--- config.mk ---
export PLATFORM = sky130hd
export DESIGN_NAME = eeid_loader
export DESIGN_NICKNAME = d
export VERILOG_FILES = /design/src/rtl/eeid_pkg.sv /design/src/rtl/eeid_tick.sv /design/src/rtl/eeid_shifter.sv /design/src/rtl/eeid_seq.sv /design/src/rtl/eeid_loader.sv
export SDC_FILE = /design/constraint.sdc
export NUM_CORES = 1
export LEC_CHECK = 0
export BUFFER_PORTS_ARGS = -buffer_cell sky130_fd_sc_hd__buf_2
export CORE_MARGIN = 1.5
export CORE_UTILIZATION = 45
export DETAILED_ROUTE_END_ITERATION = 10
export PLACE_DENSITY_LB_ADDON = 0.25
export REMOVE_ABC_BUFFERS = 1
export SYNTH_ARGS = -nofsm -noshare
export SYNTH_HDL_FRONTEND = slang
export SYNTH_SLANG_ARGS = --single-unit
export TNS_END_PERCENT = 1
--- constraint.sdc ---
create_clock -name clk -period 2.15 [get_ports clk]
set_clock_uncertainty 0.1 [all_clocks]
set_input_delay 0.43 -clock clk [delete_from_list [all_inputs] [get_ports clk]]
set_output_delay 0.43 -clock clk [all_outputs]
set_load 0.02 [all_outputs]
--- src/rtl/eeid_pkg.sv ---
package eeid_pkg;
  localparam int unsigned EE_WORD_W = 16;
  localparam int unsigned EE_ADDR_W = 6;
  localparam logic [2:0]  EE_RD_CMD = 3'b110;  // start bit, then read opcode 10

  typedef enum logic [1:0] {SH_IDLE, SH_CMD, SH_DATA, SH_GAP} sh_state_t;
  typedef enum logic [1:0] {SQ_ISSUE, SQ_WAIT, SQ_DRAIN, SQ_DONE} sq_state_t;
endpackage

--- src/rtl/eeid_tick.sv ---
module eeid_tick #(
  parameter int unsigned HALF = 4
) (
  input  logic clk,
  input  logic rst,
  input  logic en,
  output logic tick
);
  generate
    if (HALF <= 1) begin : g_every
      assign tick = en;
    end else begin : g_count
      localparam int unsigned CW = $clog2(HALF);
      localparam logic [CW-1:0] LAST = CW'(HALF - 1);
      logic [CW-1:0] cnt;
      always_ff @(posedge clk) begin
        if (rst || !en) cnt <= '0;
        else if (cnt == LAST) cnt <= '0;
        else cnt <= cnt + 1'b1;
      end
      assign tick = en && (cnt == LAST);
    end
  endgenerate
endmodule

--- src/rtl/eeid_shifter.sv ---
module eeid_shifter
  import eeid_pkg::*;
#(
  parameter int unsigned AW = EE_ADDR_W,
  parameter int unsigned DW = EE_WORD_W
) (
  input  logic          clk,
  input  logic          rst,
  input  logic          start,
  input  logic [AW-1:0] addr,
  input  logic          tick,
  input  logic          miso,
  output logic          cs,
  output logic          sk,
  output logic          mosi,
  output logic          busy,
  output logic          word_valid,
  output logic [DW-1:0] word
);
  localparam int unsigned CW    = 3 + AW;
  localparam int unsigned CNT_W = $clog2(CW > DW ? CW : DW);
  localparam logic [CNT_W-1:0] CMD_LAST  = CNT_W'(CW - 1);
  localparam logic [CNT_W-1:0] DATA_LAST = CNT_W'(DW - 1);

  sh_state_t     state;
  logic [CNT_W-1:0] cnt;
  logic [CW-1:0] cmd_sr;
  logic [DW-1:0] data_sr;
  logic [CW-1:0] cmd_word;

  assign cmd_word = {EE_RD_CMD, addr};
  assign busy     = (state != SH_IDLE);
  assign word     = data_sr;

  always_ff @(posedge clk) begin
    if (rst) begin
      state      <= SH_IDLE;
      cs         <= 1'b0;
      sk         <= 1'b0;
      mosi       <= 1'b0;
      cnt        <= '0;
      cmd_sr     <= '0;
      data_sr    <= '0;
      word_valid <= 1'b0;
    end else begin
      word_valid <= 1'b0;
      case (state)
        SH_IDLE: begin
          if (start) begin
            cs     <= 1'b1;
            sk     <= 1'b0;
            mosi   <= cmd_word[CW-1];
            cmd_sr <= cmd_word << 1;
            cnt    <= '0;
            state  <= SH_CMD;
          end
        end
        SH_CMD: begin
          if (tick) begin
            if (!sk) begin
              sk <= 1'b1;
            end else begin
              sk <= 1'b0;
              if (cnt == CMD_LAST) begin
                cnt   <= '0;
                mosi  <= 1'b0;
                state <= SH_DATA;
              end else begin
                cnt    <= cnt + 1'b1;
                mosi   <= cmd_sr[CW-1];
                cmd_sr <= cmd_sr << 1;
              end
            end
          end
        end
        SH_DATA: begin
          if (tick) begin
            if (!sk) begin
              sk      <= 1'b1;
              data_sr <= {data_sr[DW-2:0], miso};
            end else begin
              sk <= 1'b0;
              if (cnt == DATA_LAST) begin
                cnt        <= '0;
                cs         <= 1'b0;
                word_valid <= 1'b1;
                state      <= SH_GAP;
              end else begin
                cnt <= cnt + 1'b1;
              end
            end
          end
        end
        default: begin  // SH_GAP: chip select low for two ticks
          if (tick) begin
            if (cnt == CNT_W'(1)) begin
              cnt   <= '0;
              state <= SH_IDLE;
            end else begin
              cnt <= cnt + 1'b1;
            end
          end
        end
      endcase
    end
  end
endmodule

--- src/rtl/eeid_seq.sv ---
module eeid_seq
  import eeid_pkg::*;
#(
  parameter int unsigned  AW         = EE_ADDR_W,
  parameter int unsigned  DW         = EE_WORD_W,
  parameter logic [AW-1:0] VEN_ADDR  = 6'h3E,
  parameter logic [AW-1:0] DEV_ADDR  = 6'h3D,
  parameter logic [AW-1:0] SSV_ADDR  = 6'h36,
  parameter logic [AW-1:0] SSID_ADDR = 6'h35,
  parameter logic [2*DW-1:0] DEFAULT_ID = 32'h7E11_C0DE
) (
  input  logic            clk,
  input  logic            rst,
  input  logic            sh_busy,
  input  logic            sh_valid,
  input  logic [DW-1:0]   sh_word,
  output logic            sh_start,
  output logic [AW-1:0]   sh_addr,
  output logic            done,
  output logic [2*DW-1:0] id_word,
  output logic [2*DW-1:0] sub_word
);
  localparam logic [DW-1:0] SENTINEL = {DW{1'b1}};

  sq_state_t    state;
  logic [1:0]   step;
  logic         last;
  logic         use_default;
  logic [DW-1:0] ven_w, dev_w, ssv_w, ssid_w;

  always_comb begin
    case (step)
      2'd0:    sh_addr = VEN_ADDR;
      2'd1:    sh_addr = DEV_ADDR;
      2'd2:    sh_addr = SSV_ADDR;
      default: sh_addr = SSID_ADDR;
    endcase
  end

  always_ff @(posedge clk) begin
    if (rst) begin
      state       <= SQ_ISSUE;
      step        <= 2'd0;
      last        <= 1'b0;
      use_default <= 1'b0;
      sh_start    <= 1'b0;
      done        <= 1'b0;
      ven_w       <= '0;
      dev_w       <= '0;
      ssv_w       <= '0;
      ssid_w      <= '0;
      id_word     <= '0;
      sub_word    <= '0;
    end else begin
      sh_start <= 1'b0;
      case (state)
        SQ_ISSUE: begin
          sh_start <= 1'b1;
          state    <= SQ_WAIT;
        end
        SQ_WAIT: begin
          if (sh_valid) begin
            state <= SQ_DRAIN;
            case (step)
              2'd0: begin
                ven_w       <= sh_word;
                use_default <= (sh_word == SENTINEL);
                step        <= (sh_word == SENTINEL) ? 2'd2 : 2'd1;
              end
              2'd1: begin
                dev_w <= sh_word;
                step  <= 2'd2;
              end
              2'd2: begin
                ssv_w <= sh_word;
                step  <= 2'd3;
              end
              default: begin
                ssid_w <= sh_word;
                last   <= 1'b1;
              end
            endcase
          end
        end
        SQ_DRAIN: begin
          if (!sh_busy) begin
            if (last) begin
              done     <= 1'b1;
              id_word  <= use_default ? DEFAULT_ID : {dev_w, ven_w};
              sub_word <= {ssid_w, ssv_w};
              state    <= SQ_DONE;
            end else begin
              state <= SQ_ISSUE;
            end
          end
        end
        default: ;  // SQ_DONE holds until reset
      endcase
    end
  end
endmodule

--- src/rtl/eeid_loader.sv ---
module eeid_loader
  import eeid_pkg::*;
#(
  parameter int unsigned   SK_HALF    = 4,
  parameter int unsigned   ADDR_W     = EE_ADDR_W,
  parameter int unsigned   WORD_W     = EE_WORD_W,
  parameter logic [ADDR_W-1:0] VEN_ADDR  = 6'h3E,
  parameter logic [ADDR_W-1:0] DEV_ADDR  = 6'h3D,
  parameter logic [ADDR_W-1:0] SSV_ADDR  = 6'h36,
  parameter logic [ADDR_W-1:0] SSID_ADDR = 6'h35,
  parameter logic [2*WORD_W-1:0] DEFAULT_ID = 32'h7E11_C0DE
) (
  input  logic                clk,
  input  logic                rst,
  output logic                ee_cs,
  output logic                ee_sk,
  output logic                ee_mosi,
  input  logic                ee_miso,
  input  logic                cfg_rd_req,
  input  logic                cfg_rd_sel,
  output logic                cfg_rd_ack,
  output logic                cfg_rd_retry,
  output logic [2*WORD_W-1:0] cfg_rd_data,
  output logic                load_done
);
  logic              tick, sh_busy, sh_valid, sh_start;
  logic [WORD_W-1:0] sh_word;
  logic [ADDR_W-1:0] sh_addr;
  logic [2*WORD_W-1:0] id_word, sub_word;

  eeid_tick #(.HALF(SK_HALF)) u_tick (
    .clk(clk), .rst(rst), .en(sh_busy), .tick(tick)
  );

  eeid_shifter #(.AW(ADDR_W), .DW(WORD_W)) u_shift (
    .clk(clk), .rst(rst), .start(sh_start), .addr(sh_addr), .tick(tick),
    .miso(ee_miso), .cs(ee_cs), .sk(ee_sk), .mosi(ee_mosi),
    .busy(sh_busy), .word_valid(sh_valid), .word(sh_word)
  );

  eeid_seq #(
    .AW(ADDR_W), .DW(WORD_W), .VEN_ADDR(VEN_ADDR), .DEV_ADDR(DEV_ADDR),
    .SSV_ADDR(SSV_ADDR), .SSID_ADDR(SSID_ADDR), .DEFAULT_ID(DEFAULT_ID)
  ) u_seq (
    .clk(clk), .rst(rst), .sh_busy(sh_busy), .sh_valid(sh_valid),
    .sh_word(sh_word), .sh_start(sh_start), .sh_addr(sh_addr),
    .done(load_done), .id_word(id_word), .sub_word(sub_word)
  );

  // Configuration read port: answered one cycle after the request.
  always_ff @(posedge clk) begin
    if (rst) begin
      cfg_rd_ack   <= 1'b0;
      cfg_rd_retry <= 1'b0;
      cfg_rd_data  <= '0;
    end else begin
      cfg_rd_ack   <= cfg_rd_req && load_done;
      cfg_rd_retry <= cfg_rd_req && !load_done;
      if (cfg_rd_req && load_done) cfg_rd_data <= cfg_rd_sel ? sub_word : id_word;
      else                         cfg_rd_data <= '0;
    end
  end
endmodule

==> summary.md, run 1 <==
| Metric | Value |
|---|---|
| Status | complete, no violations |
| Slew Viols, Final | 0 |
| Primary FF master, synth | dfxtp_1 |
| Post-Synth XOR/XNOR Area | 0% |
| Post-Syn Area | 7840 µm² |
| Share of the clock period used by the worst path | 92.3% |
| Layout cell share with drive strength beyond 1 | 12.7% |
| Post-synthesis compound-gate area fraction | 12.6% |
| Antenna diodes | 0 |
| Share of the synthesized area in the top cell type | 52.6% |
| DR WL met2 | 8250 µm |
| First-pass GRT wire length | 27900 µm |
| Cells on worst reg2reg path | 7 |
| Layout area overhead | 16.5% |
| Worst path top cell family by delay | compound AO/OA/AOI/OAI gates |
| Fmax | 0.504 GHz |
| Setup violations, final | 0 |
| Rel. slew slack | 58.1% |
| Fillers | 1671 |
| CP required | 2.48 ns |
| CP max-delay cell | dfxtp_1 |
| Maximum number of pins on one net before global-route repair | 66 |
| Vias in the first global route | 5463 |
| RSZ-0062 raised after global routing | no |
| I/O Buffers | 42 |
| Cells after synthesis | 925 |
| Die Area | 18200 µm² |
| EDFF count, synth | 0 |
| Number of DRC markers in iteration 0 | 453 |
| H-tree depth | 1 |
| Overall routing resource usage | 18.7% |
| Non-Filler Cell Area, Final | 9130 µm² |
| Total leakage power | 3.34 nW |
| Core Area | 17200 µm² |
| Post-synthesis adder-cell area fraction | 2.56% |
| Hold EP | u_shift.word[0] |
| Drt wl/cell | 14.2 µm |
| Clock period minus worst slack | 1.98 ns |
| Grt total ovfl | 0 |
| Synth Area in Simple Gates | 23.6% |
| R2r startpoint | u_shift.state[1] |
| Placement Cell Area | 8380 µm² |
| Startpoint types | register |
| Final GP Congestion | 0.809 |
| Yosys reg bits | 206 |
| Reg2reg setup slack | 0.17 ns |
| Vias | 6189 |
| Largest area contributor in the netlist | dfxtp_1 |
| Total Power | 0.00875 W |
| Hold-critical path depth | 3 |
| Main combinational cell family by area after synthesis | simple AND/OR/NAND/NOR gates |
| Post-route antenna net violation count | 0 |
| Critical path capture point type | register |
| Clock Path Buffers | 3 |
| DP HPWL | 10600 µm |
| Largest fanout on the critical path | 10 |
| Min-delay src | ee_miso |
| Clock sink total | 206 |
| Mux contribution to synthesized area | 4.22% |
| Worst-Margin Slew | 0.627 ns |
| CTS buffer count | 22 |
| Max-capacitance violation count | 0 |
| Cell Chain, Critical Path | inv_1 > ha_1 > buf_4 > nand2b_1 > o21a_1 > nor2_2 > o221a_1 |
| Area of the multi-input gates | 3370 µm² |
| Number of distinct library cells after synthesis | 54 |
| Register area share after synthesis | 52.6% |
| TritonCTS clock tree | yes |
| Postcts setup bufs | 0 |
| Storage element area | 4120 µm² |
| Clock-pin transition on the worst setup and hold timing paths | 0.06 ns |
| Initial antenna violation count | 0 |
| Hold Vio Cnt, Final | 0 |
| Max layer used | met4 |
| HP Class | primary input to register |
| Starting Density | 45.6% |
| Worst-Skew Late Latency | 0.49 ns |
| Most frequent cell after synthesis | nand2_1 |
| Dpl ws | 0.170 ns |
| Height of the die | 135 µm |
| Vias per cell | 5.14 |
| Drt drc | 0 |
| Ports | 43 |
| Layout Nets | 984 |
| WL met3 | 687 µm |
| Area contributors post-synth | dfxtp_1, nand2_1, a21oi_1, mux2i_1, nor2_1 |
| Synth warn | 0 |
| Final Routed Wirelength | 17100 µm |
| Row Count | 48 |
| Slowest stage delay, CP | 0.37 ns |
| Critical path data arrival time | 2.31 ns |
| Peak VDD IR | 0.000531 V |
| Die X | 135 µm |
| Dpl cells | 1164 |
| Final std cells w/o fill | 1204 |
| Setup slack after layout | 0.166 ns |
| Worst hold slack | 0.0961 ns |
| Mean area per synthesized cell | 8.47 µm² |
| Power density over the cells | 958 nW/µm² |
| DRT met1 WL | 7940 µm |
| First-pass iteration count of the detailed router | 4 |
| Critical path class | register to register |
| Worst reg2reg path endpoint | u_shift.cmd_sr[8] |
| Synth async-reset ratio | 0% |
| Post-cts resize count | 0 |
| CP bufs+invs | 2 |
| CTS root buffer | clkbuf_16 |
| Most frequent cells after synthesis | nand2_1, dfxtp_1, a21oi_1, nor2_1, clkbuf_1 |
| Cts hold-fix bufs | 0 |
power by group:
group	internal (W)	leakage, nW	total, W	switching [W]
Sequential	0.00392	1.66	0.00400	0.0000718
Clock	0.00238	0.371	0.00385	0.00147
Combinational	0.000372	1.31	0.000903	0.000531
layout by cell type (no fill, tap or decap), types with 3 or more instances in the layout:
master / count
a21oi_1: 143
nand3b_1: 20
o21ai_1: 3
clkbuf_8: 5
nand2b_1: 3
o221a_1: 4
buf_12: 6
ha_1: 16
nor4_1: 3
o2111ai_1: 4
clkinv_2: 3
clkbuf_1: 6
clkbuf_16: 23
buf_2: 41
mux2i_1: 33
buf_4: 31
inv_1: 12
nand3_1: 7
and3_1: 4
nand2_1: 253
nand4_1: 6
dfxtp_1: 206
a211oi_1: 3
nor3_1: 36
nor2_1: 65
through the flow:
| stage | utilization (%) | setup TNS [ns] |
|---|---|---|
| 2_1_floorplan | - | -17.22 |
| 3_3_place_gp | 48.8 | 0 |
| 3_5_place_dp | 48.8 | 0 |
| 4_1_cts | 53.2 | 0 |
| 5_1_grt | 53.2 | 0 |
| 6_report | 53.2 | 0 |
area by class of cell:
class / count / share of cell area, %
clock buffers: 34 / 7.30
clock inverters: 6 / 0.918
inverters: 12 / 0.493
multi-input cells: 643 / 36.9
flip-flops and latches: 206 / 45.2
well taps: 225 / 3.08
repair buffers: 78 / 6.11
state kept, by name (all words and copies together) (netlist names), 2 cells and up:
register and count:
cfg_rd_data 32, u_seq.dev_w 16, u_seq.id_word 32, u_seq.ssid_w 16, u_seq.ssv_w 16, u_seq.state 2, u_seq.step 2, u_seq.sub_word 32
u_seq.ven_w 16, u_shift.cmd_sr 8, u_shift.cnt 4, u_shift.state 2, u_shift.word 16, u_tick.g_count.cnt 2
routing by layer:
metal / track usage (%) / vias up
met5: 0 / -
met4: 3.76 / 0
met3: 3.19 / 18
met2: 31.8 / 107
met1: 25.1 / 2891
li1: - / 3173
how the worst max path moves through the flow:
stage / from / end / depth (start not counted)
5_1_grt: u_shift.state[1] / u_shift.cmd_sr[8] / 7
3_3_place_gp: u_shift.state[0] / u_shift.state[0] / 5
4_1_cts: u_shift.state[0] / u_shift.state[0] / 5
6_report: u_shift.state[1] / u_shift.cmd_sr[8] / 7
3_5_place_dp: u_shift.state[0] / u_shift.state[0] / 5
2_1_floorplan: u_shift.state[0] / u_seq.id_word[14] / 5
tightest hold or removal path: stages:
cell     delay (ns)
buf_2          0.11
nand2_1        0.05
a21oi_1        0.05
kinds of logic (layout without fill, tap and decap cells):
logic type | count (synthesis) | count (layout)
buffers and inverters | 76 | 130
adder cells (fa/ha/maj) | 16 | 16
multiplexers | 33 | 33
AO/OA/AOI/OAI | 174 | 174
AND/OR/NAND/NOR | 420 | 420
flip-flops | 206 | 206
Power figures use the tool's default switching activity.
==> inputs of run 2 (changes only) <==
Settings changed: CORE_ASPECT_RATIO set to 2.
==> run 2 against run 1 <==
Net effect:
- clock-buffer cell count shrank 6
- via count grew 0.66%
- power shrank 4.0%
- sequential power is essentially flat
- utilization shrank 0.95 points
- critical path type unchanged
- final area shrank 1.7%
- non-clock buffer count shrank 1
==> summary.md, run 2 (synthesis results as in run 1) <==
| Metric | Value |
|---|---|
| Max-capacitance violation count | 0 (unchanged) |
| First-pass iteration count of the detailed router | 4 (unchanged) |
| Status | complete, no violations |
| Final GP Congestion | 0.833 (+2.9%) |
| Worst setup path start | u_shift.state[1] |
| P_int | 0.00635 W (-4.8%) |
| Peak VDD IR | 0.000778 V (+47%) |
| Layout cell share with drive strength beyond 1 | 12.4% (-0.28 points) |
| Worst hold slack | 0.123 ns (+0.0270 ns) |
| Sw power | 0.00204 W (-1.5%) |
| Core Area | 17200 µm² (about the same) |
| Number of DRC markers in iteration 0 | 282 (-38%) |
| Cell Chain, Critical Path | inv_1 > ha_1 > o41a_1 > o311ai_1 > o41ai_2 |
| Clock-pin transition on the worst setup and hold timing paths | 0.07 ns (about the same) |
| Worst-Margin Slew | 0.650 ns (+0.0230 ns) |
| CP required | 2.40 ns (-0.08 ns) |
| Vias | 6230 (+0.66%) |
| Layout area overhead | 14.5% |
| Power density over the cells | 936 nW/µm² (-2.3%) |
| Flop pwr share | 47.7% (+2.0 points) |
| Biggest regs | cfg_rd_data x32, u_seq.id_word x32, u_seq.sub_word x32 |
| Clock Path Buffers | 3 (unchanged) |
| Antenna diodes | 0 (unchanged) |
| Share of the clock period used by the worst path | 96.5% (+4.2 points) |
| Startpoint types | register |
| Total leakage power | 3.27 nW (-2.2%) |
| I/O Buffers | 42 (unchanged) |
| Worst setup path end | u_shift.state[0] |
| Worst reg2reg path endpoint | u_shift.state[0] |
| Dpl ws | 0.0668 ns (-0.104 ns) |
| Clock period minus worst slack | 2.07 ns (+0.0907 ns) |
| Maximum number of pins on one net before global-route repair | 88 (+33%) |
| Cts hold-fix bufs | 0 (unchanged) |
| Min-delay src | cfg_rd_req |
| Total Power | 0.00839 W (-4.0%) |
| Layout Nets | 979 (-0.51%) |
| Drt wl/cell | 15.4 µm (+8.5%) |
| Critical path data arrival time | 2.33 ns (+0.02 ns) |
| Setup violations, final | 0 (unchanged) |
| Clock Power Share | 40.3% (-3.7 points) |
| Rel. slew slack | 56.3% (-1.9 points) |
| Grt total ovfl | 0 (unchanged) |
| TritonCTS clock tree | yes |
| Slowest stage delay, CP | 0.55 ns (+0.18 ns) |
| Ports | 43 (unchanged) |
| CP max-delay cell | o41a_1 |
| Fmax | 0.482 GHz (-4.4%) |
| Post-route antenna net violation count | 0 (unchanged) |
| Clock sink total | 206 (unchanged) |
| Most common cell after layout, fill and taps aside | nand2_1 |
| Drt drc | 0 (unchanged) |
| DP HPWL | 11700 µm (+10%) |
| Hold Vio Cnt, Final | 0 (unchanged) |
| Switching portion of total power | 24.3% (+0.63 points) |
| Largest fanout on the critical path | 9 (-1) |
| Reg2reg setup slack | 0.08 ns (-0.09 ns) |
| Worst-Skew Late Latency | 0.48 ns (about the same) |
| R2r startpoint | u_shift.state[1] |
| Initial antenna violation count | 0 (unchanged) |
| Slew Viols, Final | 0 (unchanged) |
| Setup slack after layout | 0.0753 ns (-0.0907 ns) |
| Commonest non-fill, non-tap cells in the layout | nand2_1, dfxtp_1, a21oi_1, nor2_1, buf_2 |
| Height of the die | 190 µm (+41%) |
| Vias in the first global route | 6111 (+12%) |
| HP Class | primary input to register |
| Critical path capture point type | register |
| H-tree depth | 1 (unchanged) |
| Overall routing resource usage | 20.9% (+2.2 points) |
| Setup total negative slack | 0 ns (unchanged) |
| Critical path class | register to register |
| Die X | 96.3 µm (-29%) |
| Final Routed Wirelength | 18200 µm (+6.2%) |
| Row Count | 68 (+42%) |
| Starting Density | 45.6% (about the same) |
| Non-Filler Cell Area, Final | 8970 µm² (-1.7%) |
| Placement Cell Area | 8310 µm² (-0.88%) |
| Cells on worst reg2reg path | 5 (-2) |
| First-pass GRT wire length | 30300 µm (+8.7%) |
| Die Area | 18300 µm² (+0.27%) |
| CTS root buffer | clkbuf_16 |
| Vias per cell | 5.28 (+2.8%) |
| CTS buffer count | 18 (-18%) |
| Comb pwr share | 12.0% (+1.7 points) |
[run 2: cell count changes in the layout (fill, tap and decap cells not counted), moves of 2 or more]
cell       delta
ha_2          +3
ha_1          -3
clkinv_2      -3
buf_12        -2
clkbuf_16     -4
[run 2: power groups by stage]
stage	sequential, W	combinational [W]	clock, W
final	0.00400	0.00101	0.00338
after CTS	0.00400	0.000910	0.00346
after detailed placement	0.00408	0.000909	0
after global placement	0.00409	0.000886	0
after floorplan	0.00408	0.000622	0
after global routing	0.00401	0.00110	0.00362
[run 2: per-layer routing]
layer | share of wire [%] | routed length (µm) | up-vias | track usage [%]
li1 | - | - | 3154 | -
met1 | 38 | 6950 | 2913 | 22.8
met2 | 54 | 9830 | 110 | 38.8
met3 | 3.1 | 556 | 53 | 2.12
met4 | 4.7 | 847 | 0 | 10.1
met5 | 0 | 0 | - | 0
[run 2: worst min-delay path by stage]
stage	to	slack, ns	depth (start not counted)
3_5_place_dp	u_tick.g_count.cnt[0]	0.32	1
2_1_floorplan	u_tick.g_count.cnt[0]	0.30	1
4_1_cts	cfg_rd_retry	0.11	2
6_report	cfg_rd_retry	0.12	2
5_1_grt	cfg_rd_retry	0.13	2
3_3_place_gp	u_tick.g_count.cnt[0]	0.32	1
[run 2: through the flow]
stage | instances | util, %
2_1_floorplan | 861 | -
3_3_place_gp | 1145 | 48.3
3_5_place_dp | 1145 | 48.3
4_1_cts | 1176 | 51.9
5_1_grt | 1179 | 52.2
6_report | 1179 | 52.2
[run 2: worst max-delay path, delay by kind of cell, from the launching register on]
kind                     cells  cell delay, ns
buffers and inverters        1            0.10
AO/OA/AOI/OAI                3            1.05
adder cells (fa/ha/maj)      1            0.32
flip-flops                   1            0.38
[run 2: repair_timing]
item / CTS / global route
setup buffers: 0 / 3
resized for setup: 0 / 6
hold endpoints to repair: 0 / 0
setup endpoints to repair: 0 / 7
[run 2: cell type report]
cell class	instances	area, µm²
tap	210	263
multi-input combinational	643	3400
clock buffer	28	549
timing repair buffer	77	526
inverter	12	45.0
fill	1668	8210
sequential	206	4120
clock inverter	3	68.8
